File: config.mk
export PLATFORM = sky130hd
export DESIGN_NAME = bt_irqmask
export DESIGN_NICKNAME = d
export VERILOG_FILES = /design/src/rtl/bt_irqmask_pkg.sv /design/src/rtl/bt_irqmask_evt.sv /design/src/rtl/bt_irqmask_fsm.sv /design/src/rtl/bt_irqmask.sv
export SDC_FILE = /design/constraint.sdc
export NUM_CORES = 1
export LEC_CHECK = 0
export BUFFER_PORTS_ARGS = -buffer_cell sky130_fd_sc_hd__buf_2
export CORE_AREA = 3 3 40 42
export DETAILED_ROUTE_END_ITERATION = 7
export DIE_AREA = 0 0 43 45
export PLACE_DENSITY = 0.52
export SLEW_MARGIN = 20
export SYNTH_ARGS = -nofsm -noshare
export SYNTH_HDL_FRONTEND = slang
export SYNTH_SLANG_ARGS = --single-unit
File: constraint.sdc
create_clock -name clk -period 2.68 [get_ports clk]
set_clock_uncertainty 0.15 [all_clocks]
set_input_delay 0.804 -clock clk [delete_from_list [all_inputs] [get_ports clk]]
set_output_delay 0.804 -clock clk [all_outputs]
set_load 0.005 [all_outputs]
File: src/rtl/bt_irqmask_pkg.sv
package bt_irqmask_pkg;
    localparam int EN_BIT  = 0;
    localparam int ACK_BIT = 1;
    localparam int LIVE_W  = 2;

    // Encoding equals the mask read value {pending, enable}.
    typedef enum logic [LIVE_W-1:0] {
        ST_OFF   = 2'b00,
        ST_ARMED = 2'b01,
        ST_FIRED = 2'b11
    } irq_state_e;
endpackage

File: src/rtl/bt_irqmask_evt.sv
module bt_irqmask_evt (
    input  logic atn_rsp,
    input  logic irq_allow,
    input  logic rsp_posted,
    input  logic sms_rise,
    input  logic sms_irq_req,
    input  logic sms_fall,
    output logic raise,
    output logic drop
);
    logic rsp_raise;
    logic sms_raise;

    always_comb begin
        rsp_raise = rsp_posted & irq_allow;
        sms_raise = sms_rise & sms_irq_req & ~atn_rsp;
        raise     = rsp_raise | sms_raise;
        drop      = sms_fall & ~atn_rsp;
    end
endmodule

File: src/rtl/bt_irqmask_fsm.sv
module bt_irqmask_fsm
    import bt_irqmask_pkg::*;
#(
    parameter int DATA_W = 8
) (
    input  logic              clk,
    input  logic              rst_n,
    input  logic              mask_wr,
    input  logic [DATA_W-1:0] mask_wdata,
    input  logic              atn_any,
    input  logic              raise,
    input  logic              drop,
    output irq_state_e        state,
    output logic              irq
);
    irq_state_e state_q;
    irq_state_e state_d;
    logic       wr_dis;
    logic       wr_en;
    logic       wr_ack;

    always_comb begin
        wr_dis = mask_wr & ~mask_wdata[EN_BIT];
        wr_en  = mask_wr &  mask_wdata[EN_BIT];
        wr_ack = wr_en   &  mask_wdata[ACK_BIT];
    end

    always_comb begin
        state_d = state_q;
        unique case (state_q)
            ST_OFF: begin
                if (wr_en) begin
                    state_d = (atn_any && !wr_ack) ? ST_FIRED : ST_ARMED;
                end
            end
            ST_ARMED: begin
                if (wr_dis) begin
                    state_d = ST_OFF;
                end else if (raise) begin
                    state_d = ST_FIRED;
                end
            end
            ST_FIRED: begin
                if (wr_dis) begin
                    state_d = ST_OFF;
                end else if (raise) begin
                    state_d = ST_FIRED;
                end else if (wr_ack || drop) begin
                    state_d = ST_ARMED;
                end
            end
            default: state_d = ST_OFF;
        endcase
    end

    always_ff @(posedge clk) begin
        if (!rst_n) begin
            state_q <= ST_OFF;
        end else begin
            state_q <= state_d;
        end
    end

    always_ff @(posedge clk) begin
        if (!rst_n) begin
            irq <= 1'b0;
        end else begin
            irq <= (state_d == ST_FIRED);
        end
    end

    assign state = state_q;
endmodule

File: src/rtl/bt_irqmask.sv
module bt_irqmask
    import bt_irqmask_pkg::*;
#(
    parameter int DATA_W = 8
) (
    input  logic              clk,
    input  logic              rst_n,
    input  logic              mask_wr,
    input  logic [DATA_W-1:0] mask_wdata,
    input  logic              atn_rsp,
    input  logic              atn_sms,
    input  logic              irq_allow,
    input  logic              rsp_posted,
    input  logic              sms_rise,
    input  logic              sms_irq_req,
    input  logic              sms_fall,
    output logic [DATA_W-1:0] mask_rdata,
    output logic              host_irq
);
    localparam int PAD_W = DATA_W - LIVE_W;

    logic       raise;
    logic       drop;
    irq_state_e state;

    bt_irqmask_evt i_evt (
        .atn_rsp     (atn_rsp),
        .irq_allow   (irq_allow),
        .rsp_posted  (rsp_posted),
        .sms_rise    (sms_rise),
        .sms_irq_req (sms_irq_req),
        .sms_fall    (sms_fall),
        .raise       (raise),
        .drop        (drop)
    );

    bt_irqmask_fsm #(.DATA_W(DATA_W)) i_fsm (
        .clk        (clk),
        .rst_n      (rst_n),
        .mask_wr    (mask_wr),
        .mask_wdata (mask_wdata),
        .atn_any    (atn_rsp | atn_sms),
        .raise      (raise),
        .drop       (drop),
        .state      (state),
        .irq        (host_irq)
    );

    assign mask_rdata = {{PAD_W{1'b0}}, LIVE_W'(state)};
endmodule

==> summary.txt, run 1 <==
Timing
  • Final setup vio count: 0
  • RSZ-0062 raised after global routing: false
  • Slew Limit Fails: 0
  • Final setup TNS: 0 ps
  • Final worst path period share: 0.627
  • Fmax: 596 MHz
  • Min Tclk post-route: 1680 ps
  • Fin. Hold Viols: 0

Routing
  • DR DRC count: 0
  • Initial DRC Count: 2
  • DR pass1 iterations: 3
  • WL per Instance: 8.67 µm
  • Post-DRT Antenna Nets: 0
  • Post-DR vias/cell: 3.91
  • Vias: 223
  • WL final: 494 µm

Final layout
  • Share of cells above drive strength 1: 0.405
  • Area delta synth->final: 43.8%
  • Fin nets: 61
  • Commonest cells after routing, fill and taps aside: buf_2, conb_1, clkbuf_4, dfxtp_1
  • Fill count: 151
  • Most common cell after layout, fill and taps aside: buf_2
  • Util after Layout: 0.227
  • Antenna Cells: 0
  • Non-filler instance count after layout: 57

GRT
  • Largest net degree at the start of global routing: 5
  • First-pass GRT wire length: 834 µm
  • Gr usage total: 0.0607
  • Initial antenna violation count: 0
  • Vias in the first global route: 220
  • GRT Residual Overflow: 0

Clock network
  • Skew-Pair Late Insertion Delay: 230 ps
  • Number of H-tree levels: 1
  • Worst-path clk slew: 40 ps
  • Setup bufs post-CTS: 0
  • Num CTS Buffers: 3
  • Root Buffer: clkbuf_4
  • CTS tree: built
  • Worst-case clock buffer depth: 2
  • Hold-fix buffer count after cts: 0
  • CTS resizes: 0
  • CTS sink cnt: 3

Synth
  • Cell Area, Synth: 203 µm²
  • Synth cell types: 16
  • #FFs+latches synth: 3
  • Synth warnings: 0
  • Synth Area per Inst: 8.11 µm²
  • Register area share after synthesis: 0.296
  • Mapped Cells: 25

Worst setup path
  • Req. time, crit path: 1730 ps
  • WP buf/inv: 1
  • Worst path top cell family by delay: flip-flops
  • Critical Path End Type: output pin
  • Crit start category: flop
  • CP max stage delay: 360 ps
  • CP max stage cell: dfxtp_1
  • Crit path DAT: 730 ps
  • CP max FO: 4
  • Setup CP Type: reg -> out
  • CP Cell Sequence: buf_2

Power and ir drop
  • Sequential share of power: 0.325
  • P_int: 0.116 mW
  • Clock share of power: 0.515
  • Pleak: 0.154 nW
  • Combinational power share: 0.161
  • Total design power: 0.150 mW
  • Pwr/cell area: 516 mW/mm²
  • Net Sw Power: 0.0345 mW
  • Sw Ratio: 0.229
  • Worst VDD drop: 0.000195 V

Floorplan
  • Initial core utilization: 0.158
  • Core Box Area: 0.00128 mm²
  • Row count: 13
  • Die Y: 45 µm
  • Die Footprint: 0.00194 mm²
  • Io pins: 27
  • Die width: 43 µm

Run status
  • Status: finished, final reports clean

Hold path
  • Hold WC Path Type: reg -> reg

Flow run
  • Max_cap viols: 0

Place
  • GPL Wtd Cong: 0.643
  • IO Port Bufs: 14
  • Placed Cells: 53
path summary, 6_finish.rpt:
path              slack [ps]                       from  cells after the start                         to
setup / recovery        1000  i_fsm.state[0]$_SDFF_PN0_                      1              mask_rdata[0]
hold / removal           390  i_fsm.state[0]$_SDFF_PN0_                      2  i_fsm.state[0]$_SDFF_PN0_
setup reg to reg        1550  i_fsm.state[0]$_SDFF_PN0_                      2       i_fsm.irq$_SDFF_PN0_
hold reg to reg          390  i_fsm.state[0]$_SDFF_PN0_                      2  i_fsm.state[0]$_SDFF_PN0_
sequential cells by signal, indices dropped and copies added, names as in the netlist:
register / cells
i_fsm.state: 2
i_fsm.irq: 1
cell families after synthesis:
| group | synth area share |
|---|---|
| and+or+nand+nor | 0.265 |
| buffers and inverters | 0.241 |
| AOI/OAI and AO/OA | 0.179 |
| DFF | 0.296 |
| other | 0.0185 |
per-layer routing:
layer  global-route usage  part of all wire  vias to the layer above
li1                     -                 -                      110
met1               0.0721              0.44                       94
met2               0.0808              0.37                       19
met3               0.0398              0.19                        0
met4               0.0361                 0                        0
met5                    0                 0                        -
synthesized netlist by cell type, drive strengths merged:
cell type	count	area (µm²)
buf	6	45.0
dfxtp	3	60.1
o2111ai	1	8.76
inv	1	3.75
nand2	2	7.51
and3	1	6.26
nand3	1	5.00
a21oi	1	5.00
o22ai	2	12.5
o311a	1	10.0
nand3b	1	7.51
conb	1	3.75
and2b	1	7.51
or3b	1	8.76
nor2	1	3.75
or2b	1	7.51
area by class of cell:
class / count / area, µm² / share of cell area
multi-input cells: 20 / 113 / 0.386
repair buffers: 14 / 70.1 / 0.240
flip-flops and latches: 3 / 60.1 / 0.206
clock buffers: 4 / 26.3 / 0.0901
well taps: 15 / 18.8 / 0.0644
inverters: 1 / 3.75 / 0.0129
power by group through the flow:
| stage | logic [mW] | registers, mW | clock network [mW] |
|---|---|---|---|
| final | 0.0241 | 0.0488 | 0.0774 |
| after floorplan | 0.0174 | 0.0497 | 0 |
| after global placement | 0.0238 | 0.0495 | 0 |
| after CTS | 0.0241 | 0.0490 | 0.0823 |
| after detailed placement | 0.0241 | 0.0496 | 0 |
| after global routing | 0.0278 | 0.0493 | 0.0844 |
per-stage QoR:
stage,hold WS [ps],setup WS (ps),cell area (µm²)
2_1_floorplan,361,1080,221
4_1_cts,399,973,292
6_report,388,1000,292
5_1_grt,435,935,292
3_3_place_gp,384,912,265
3_5_place_dp,394,900,265
No activity file was read; power rests on OpenSTA's default activity.
==> run 2, diff against run 1 <==
--- a/config.mk
+++ b/config.mk
@@ -9,7 +9,7 @@
 export CORE_AREA = 3 3 40 42
 export DETAILED_ROUTE_END_ITERATION = 7
 export DIE_AREA = 0 0 43 45
-export PLACE_DENSITY = 0.52
+export PLACE_DENSITY = 0.54
 export SLEW_MARGIN = 20
 export SYNTH_ARGS = -nofsm -noshare
 export SYNTH_HDL_FRONTEND = slang
==> constraint.sdc (replaced) <==
create_clock -name clk -period 1.4 [get_ports clk]
set_clock_uncertainty 0.15 [all_clocks]
set_input_delay 0.42 -clock clk [delete_from_list [all_inputs] [get_ports clk]]
set_output_delay 0.42 -clock clk [all_outputs]
set_load 0.005 [all_outputs]
==> run 2 against run 1 <==
  * Hold slack got worse by 100 ps
  * Final cell count rose by 1.8%
  * Utilization rose by 0.58 points
  * Setup slack got worse by 900 ps
  * Routed wire length rose by 3.6%
==> summary.txt, run 2 (synthesis gave the netlist of run 1 again) <==
Power and ir drop
  • Clock share of power: 0.513
  • P_int: 0.224 mW
  • Sw Ratio: 0.233
  • Net Sw Power: 0.0680 mW
  • Combinational power share: 0.166
  • Pwr/cell area: 975 mW/mm²
  • Pleak: 0.159 nW
  • Total design power: 0.292 mW
  • Sequential share of power: 0.321
  • Worst VDD drop: 0.000372 V

Worst setup path
  • CP max FO: 4
  • Critical Path End Type: output pin
  • Crit start category: flop
  • Req. time, crit path: 830 ps
  • Crit path DAT: 730 ps
  • Crit. path cell count: 1
  • FF-to-FF path depth: 2
  • CP max stage cell: dfxtp_1
  • CP Cell Sequence: buf_2
  • Worst path top cell family by delay: flip-flops
  • WP buf/inv: 1
  • CP max stage delay: 370 ps
  • Setup CP Type: reg -> out

Timing
  • Min Tclk post-route: 1300 ps
  • Fin. Hold Viols: 0
  • RSZ-0062 raised after global routing: false
  • Final setup TNS: 0 ps
  • Final worst path period share: 0.930
  • Hold slack: 283 ps
  • Fmax: 768 MHz
  • Final setup vio count: 0
  • Slew Limit Fails: 0

Clock network
  • Worst-path clk slew: 40 ps
  • Root Buffer: clkbuf_4
  • CTS sink cnt: 3
  • Number of H-tree levels: 1
  • Num CTS Buffers: 3
  • Setup bufs post-CTS: 0
  • CTS tree: built
  • Hold-fix buffer count after cts: 0
  • Skew-Pair Late Insertion Delay: 230 ps
  • Worst-case clock buffer depth: 2
  • CTS resizes: 0

Floorplan
  • Die width: 43 µm
  • Io pins: 27
  • Die Y: 45 µm
  • Die Footprint: 0.00194 mm²
  • Initial core utilization: 0.158
  • Row count: 13
  • Core Box Area: 0.00128 mm²

Final layout
  • Fin nets: 62
  • Final Cell Area: 299 µm²
  • Commonest cells after routing, fill and taps aside: buf_2, conb_1, clkbuf_4, dfxtp_1
  • Max reg flops: 2
  • Most common cell after layout, fill and taps aside: buf_2
  • Antenna Cells: 0
  • Non-filler instance count after layout: 58
  • Area delta synth->final: 47.5%
  • Share of cells above drive strength 1: 0.419

Place
  • GPL Wtd Cong: 0.599
  • Placed Cells: 54
  • Placed Area: 273 µm²
  • IO Port Bufs: 14

Routing
  • Post-DR vias/cell: 3.86
  • DR DRC count: 0
  • DR pass1 iterations: 4
  • Vias: 224
  • Post-DRT Antenna Nets: 0
  • Initial DRC Count: 2
  • WL final: 512 µm
  • WL per Instance: 8.83 µm

Flow run
  • Max_cap viols: 0

Hold path
  • Hold WC Path Type: in -> reg
  • Hold Path Depth: 3

GRT
  • GRT Residual Overflow: 0
  • Vias in the first global route: 181
  • Initial antenna violation count: 0
  • Gr usage total: 0.0549
  • Largest net degree at the start of global routing: 5
  • First-pass GRT wire length: 731 µm

Run status
  • Status: finished, final reports clean
==> run 2: final cells by class <==
class                           count  area, µm²
Fill cell                         148        986
Multi-Input combinational cell     20        113
Timing Repair Buffer               15       77.6
Sequential cell                     3       60.1
Clock buffer                        4       26.3
Tap cell                           15       18.8
Inverter                            1       3.75
==> run 2: power by group through the flow <==
stage	sequential [mW]	clock, mW	combinational [mW]
final	0.0937	0.149	0.0485
after detailed placement	0.0951	0	0.0483
after CTS	0.0939	0.159	0.0484
after floorplan	0.0951	0	0.0333
after global routing	0.0948	0.165	0.0554
after global placement	0.0949	0	0.0477
==> run 2: path summary, 6_finish.rpt <==
check	start	to	slack [ps]
worst min-delay path	rst_n	i_fsm.state[0]$_SDFF_PN0_	280
worst max-delay path	i_fsm.state[0]$_SDFF_PN0_	mask_rdata[0]	100
worst min register to register	i_fsm.state[0]$_SDFF_PN0_	i_fsm.state[0]$_SDFF_PN0_	390
worst max register to register	i_fsm.state[0]$_SDFF_PN0_	i_fsm.irq$_SDFF_PN0_	270
==> run 2: per-layer routing <==
metal	vias to the layer above	GRT usage	part of all wire
li1	111	-	-
met1	94	0.0745	0.42
met5	-	0	0
met4	0	0.0361	0
met2	19	0.0659	0.36
met3	0	0.0279	0.22
==> run 2: per-stage QoR <==
stage,setup WS [ps],util
floorplan,185,-
global placement,15.2,0.212
detailed placement,-0.786,0.212
CTS,74.6,0.233
global route,32.9,0.233
finish,98.2,0.233
==> run 3, diff against run 2 <==
--- a/config.mk
+++ b/config.mk
@@ -5,11 +5,13 @@
 export SDC_FILE = /design/constraint.sdc
 export NUM_CORES = 1
 export LEC_CHECK = 0
+export ABC_AREA = 1
 export BUFFER_PORTS_ARGS = -buffer_cell sky130_fd_sc_hd__buf_2
+export CAP_MARGIN = 10
 export CORE_AREA = 3 3 40 42
 export DETAILED_ROUTE_END_ITERATION = 7
 export DIE_AREA = 0 0 43 45
-export PLACE_DENSITY = 0.54
+export PLACE_DENSITY = 0.57
 export SLEW_MARGIN = 20
 export SYNTH_ARGS = -nofsm -noshare
 export SYNTH_HDL_FRONTEND = slang
==> run 3 against run 2 <==
  * Combinational power grew 11%
  * Register-to-register slack gained 20 ps
  * Sequential share of layout area shrank 1.8 points
  * Sequential cell count is the same
  * Largest power group unchanged
  * Highest routed layer unchanged
==> summary.txt, run 3 <==
GRT
  • GRT Residual Overflow: 0
  • Gr usage total: 0.0616
  • Met3 GRT Util: 0.0518
  • Vias in the first global route: 247
  • First-pass GRT wire length: 862 µm
  • GR Layer Usage met1: 0.0505
  • Largest net degree at the start of global routing: 5
  • Initial antenna violation count: 0
  • Grt peak-use layer: met2
  • M2 GR Usage: 0.120

Synth
  • #FFs+latches synth: 3
  • Top FF cell, synth: dfxtp_1
  • Post-synth EDFFs: 0
  • Cell type with the largest total area after synthesis: dfxtp_1
  • Synth cell count leaders: nand2_1, inv_1, buf_4, nor2_1, dfxtp_1
  • Cell Area, Synth: 240 µm²
  • Synth Area per Inst: 5.72 µm²
  • Synth warnings: 0
  • Share of the synthesized area in the top cell type: 0.250
  • Mapped Cells: 42
  • Top cells by area, synth: dfxtp_1, buf_4, nand2_1
  • Synth cell types: 11
  • Top-count cell post-synth: nand2_1
  • Register area share after synthesis: 0.250
  • Post-synth ARST share: 0

Clock network
  • Worst-path clk slew: 40 ps
  • Skew-Pair Late Insertion Delay: 230 ps
  • Root Buffer: clkbuf_4
  • CTS sink cnt: 3
  • Number of H-tree levels: 1
  • CTS tree: built
  • Num CTS Buffers: 3
  • Worst-case clock buffer depth: 2
  • Setup bufs post-CTS: 0
  • Hold-fix buffer count after cts: 0
  • CTS resizes: 0

Flow run
  • Max_cap viols: 0

Timing
  • Final setup vio count: 0
  • Slew Limit Fails: 0
  • Final worst path period share: 0.921
  • Final setup TNS: 0 ps
  • Fin. Hold Viols: 0
  • RSZ-0062 raised after global routing: false
  • Min Tclk post-route: 1290 ps
  • Hold slack: 285 ps
  • Fmax: 776 MHz

Place
  • DP HPWL: 456 µm
  • GPL Wtd Cong: 0.664
  • IO Port Bufs: 14
  • Placed Area: 303 µm²

Worst setup path
  • CP max stage cell: dfxtp_1
  • Crit path DAT: 720 ps
  • CP max stage delay: 360 ps
  • CP max FO: 4
  • CP Cell Sequence: buf_2
  • Critical Path End Type: output pin
  • Req. time, crit path: 830 ps
  • Setup CP Type: reg -> out
  • Worst path top cell family by delay: flip-flops
  • Crit start category: flop
  • WP buf/inv: 1

Floorplan
  • Row count: 13
  • Die width: 43 µm
  • Die Footprint: 0.00194 mm²
  • Initial core utilization: 0.187
  • Io pins: 27
  • Core Box Area: 0.00128 mm²
  • Die Y: 45 µm

Power and ir drop
  • Net Sw Power: 0.0763 mW
  • Pleak: 0.209 nW
  • Pwr/cell area: 909 mW/mm²
  • P_int: 0.223 mW
  • Sw Ratio: 0.255
  • Worst VDD drop: 0.000573 V
  • Total design power: 0.299 mW
  • Clock share of power: 0.504
  • Sequential share of power: 0.315
  • Combinational power share: 0.180

Routing
  • Initial DRC Count: 1
  • Post-DRT Antenna Nets: 0
  • WL final: 516 µm
  • DR pass1 iterations: 4
  • Vias: 276
  • Post-DR vias/cell: 3.73
  • DR DRC count: 0
  • WL per Instance: 6.97 µm

Final layout
  • Commonest cells after routing, fill and taps aside: buf_2, nand2_1, inv_1, nor2_1, conb_1
  • Fin nets: 78
  • Final Cell Area: 329 µm²
  • Most common cell after layout, fill and taps aside: buf_2
  • Max reg flops: 2
  • Share of cells above drive strength 1: 0.305
  • Fill count: 166
  • Antenna Cells: 0
  • Area delta synth->final: 37.0%

Run status
  • Status: finished, final reports clean

Hold path
  • Hold WC Path Type: in -> reg
run 3: cell count changes in the layout (fill, tap and decap cells not counted), moves of 2 or more:
cell and delta:
nand2_1 +10, inv_1 +6, nor2_1 +5, o22ai_1 -2
run 3: path summary, 6_finish.rpt:
kind / endpoint / slack [ps] / startpoint / depth (start not counted)
worst max-delay path: mask_rdata[1] / 110 / i_fsm.state[1]$_SDFF_PN0_ / 1
worst min-delay path: i_fsm.irq$_SDFF_PN0_ / 280 / rst_n / 3
worst max register to register: i_fsm.state[1]$_SDFF_PN0_ / 290 / i_fsm.state[1]$_SDFF_PN0_ / 6
worst min register to register: i_fsm.state[0]$_SDFF_PN0_ / 360 / i_fsm.state[0]$_SDFF_PN0_ / 2
run 3: stage by stage:
stage	setup slack [ps]	std cells	util
floorplan	285	47	-
global placement	86.6	70	0.236
detailed placement	76.2	70	0.236
CTS	95.8	74	0.256
global route	66.0	74	0.256
finish	111	74	0.256
run 3: cell families (layout without fill, tap and decap cells):
family / after synthesis / count (layout) / share of synthesized area
AO/OA/AOI/OAI: 3 / 3 / 0.0625
buffers and inverters: 13 / 25 / 0.297
flip-flops: 3 / 3 / 0.250
other: 1 / 6 / 0.0156
AND/OR/NAND/NOR: 22 / 22 / 0.375
run 3: cell type report:
class / instances / area [µm²] / share of cell area
flip-flops and latches: 3 / 60.1 / 0.183
clock buffers: 4 / 26.3 / 0.0798
inverters: 7 / 26.3 / 0.0798
repair buffers: 14 / 70.1 / 0.213
well taps: 15 / 18.8 / 0.0570
multi-input cells: 31 / 128 / 0.388
run 3: metal layers:
layer,share of wire,vias to the layer above
met5,0,-
met4,0,0
met3,0.15,0
met2,0.53,14
met1,0.32,117
li1,-,145
run 3: power groups by stage:
stage | Clock (mW) | Sequential [mW] | Combinational, mW
after detailed placement | 0 | 0.0957 | 0.0543
final | 0.151 | 0.0943 | 0.0540
after global placement | 0 | 0.0955 | 0.0536
after global routing | 0.169 | 0.0947 | 0.0643
after CTS | 0.158 | 0.0944 | 0.0546
after floorplan | 0 | 0.0961 | 0.0405
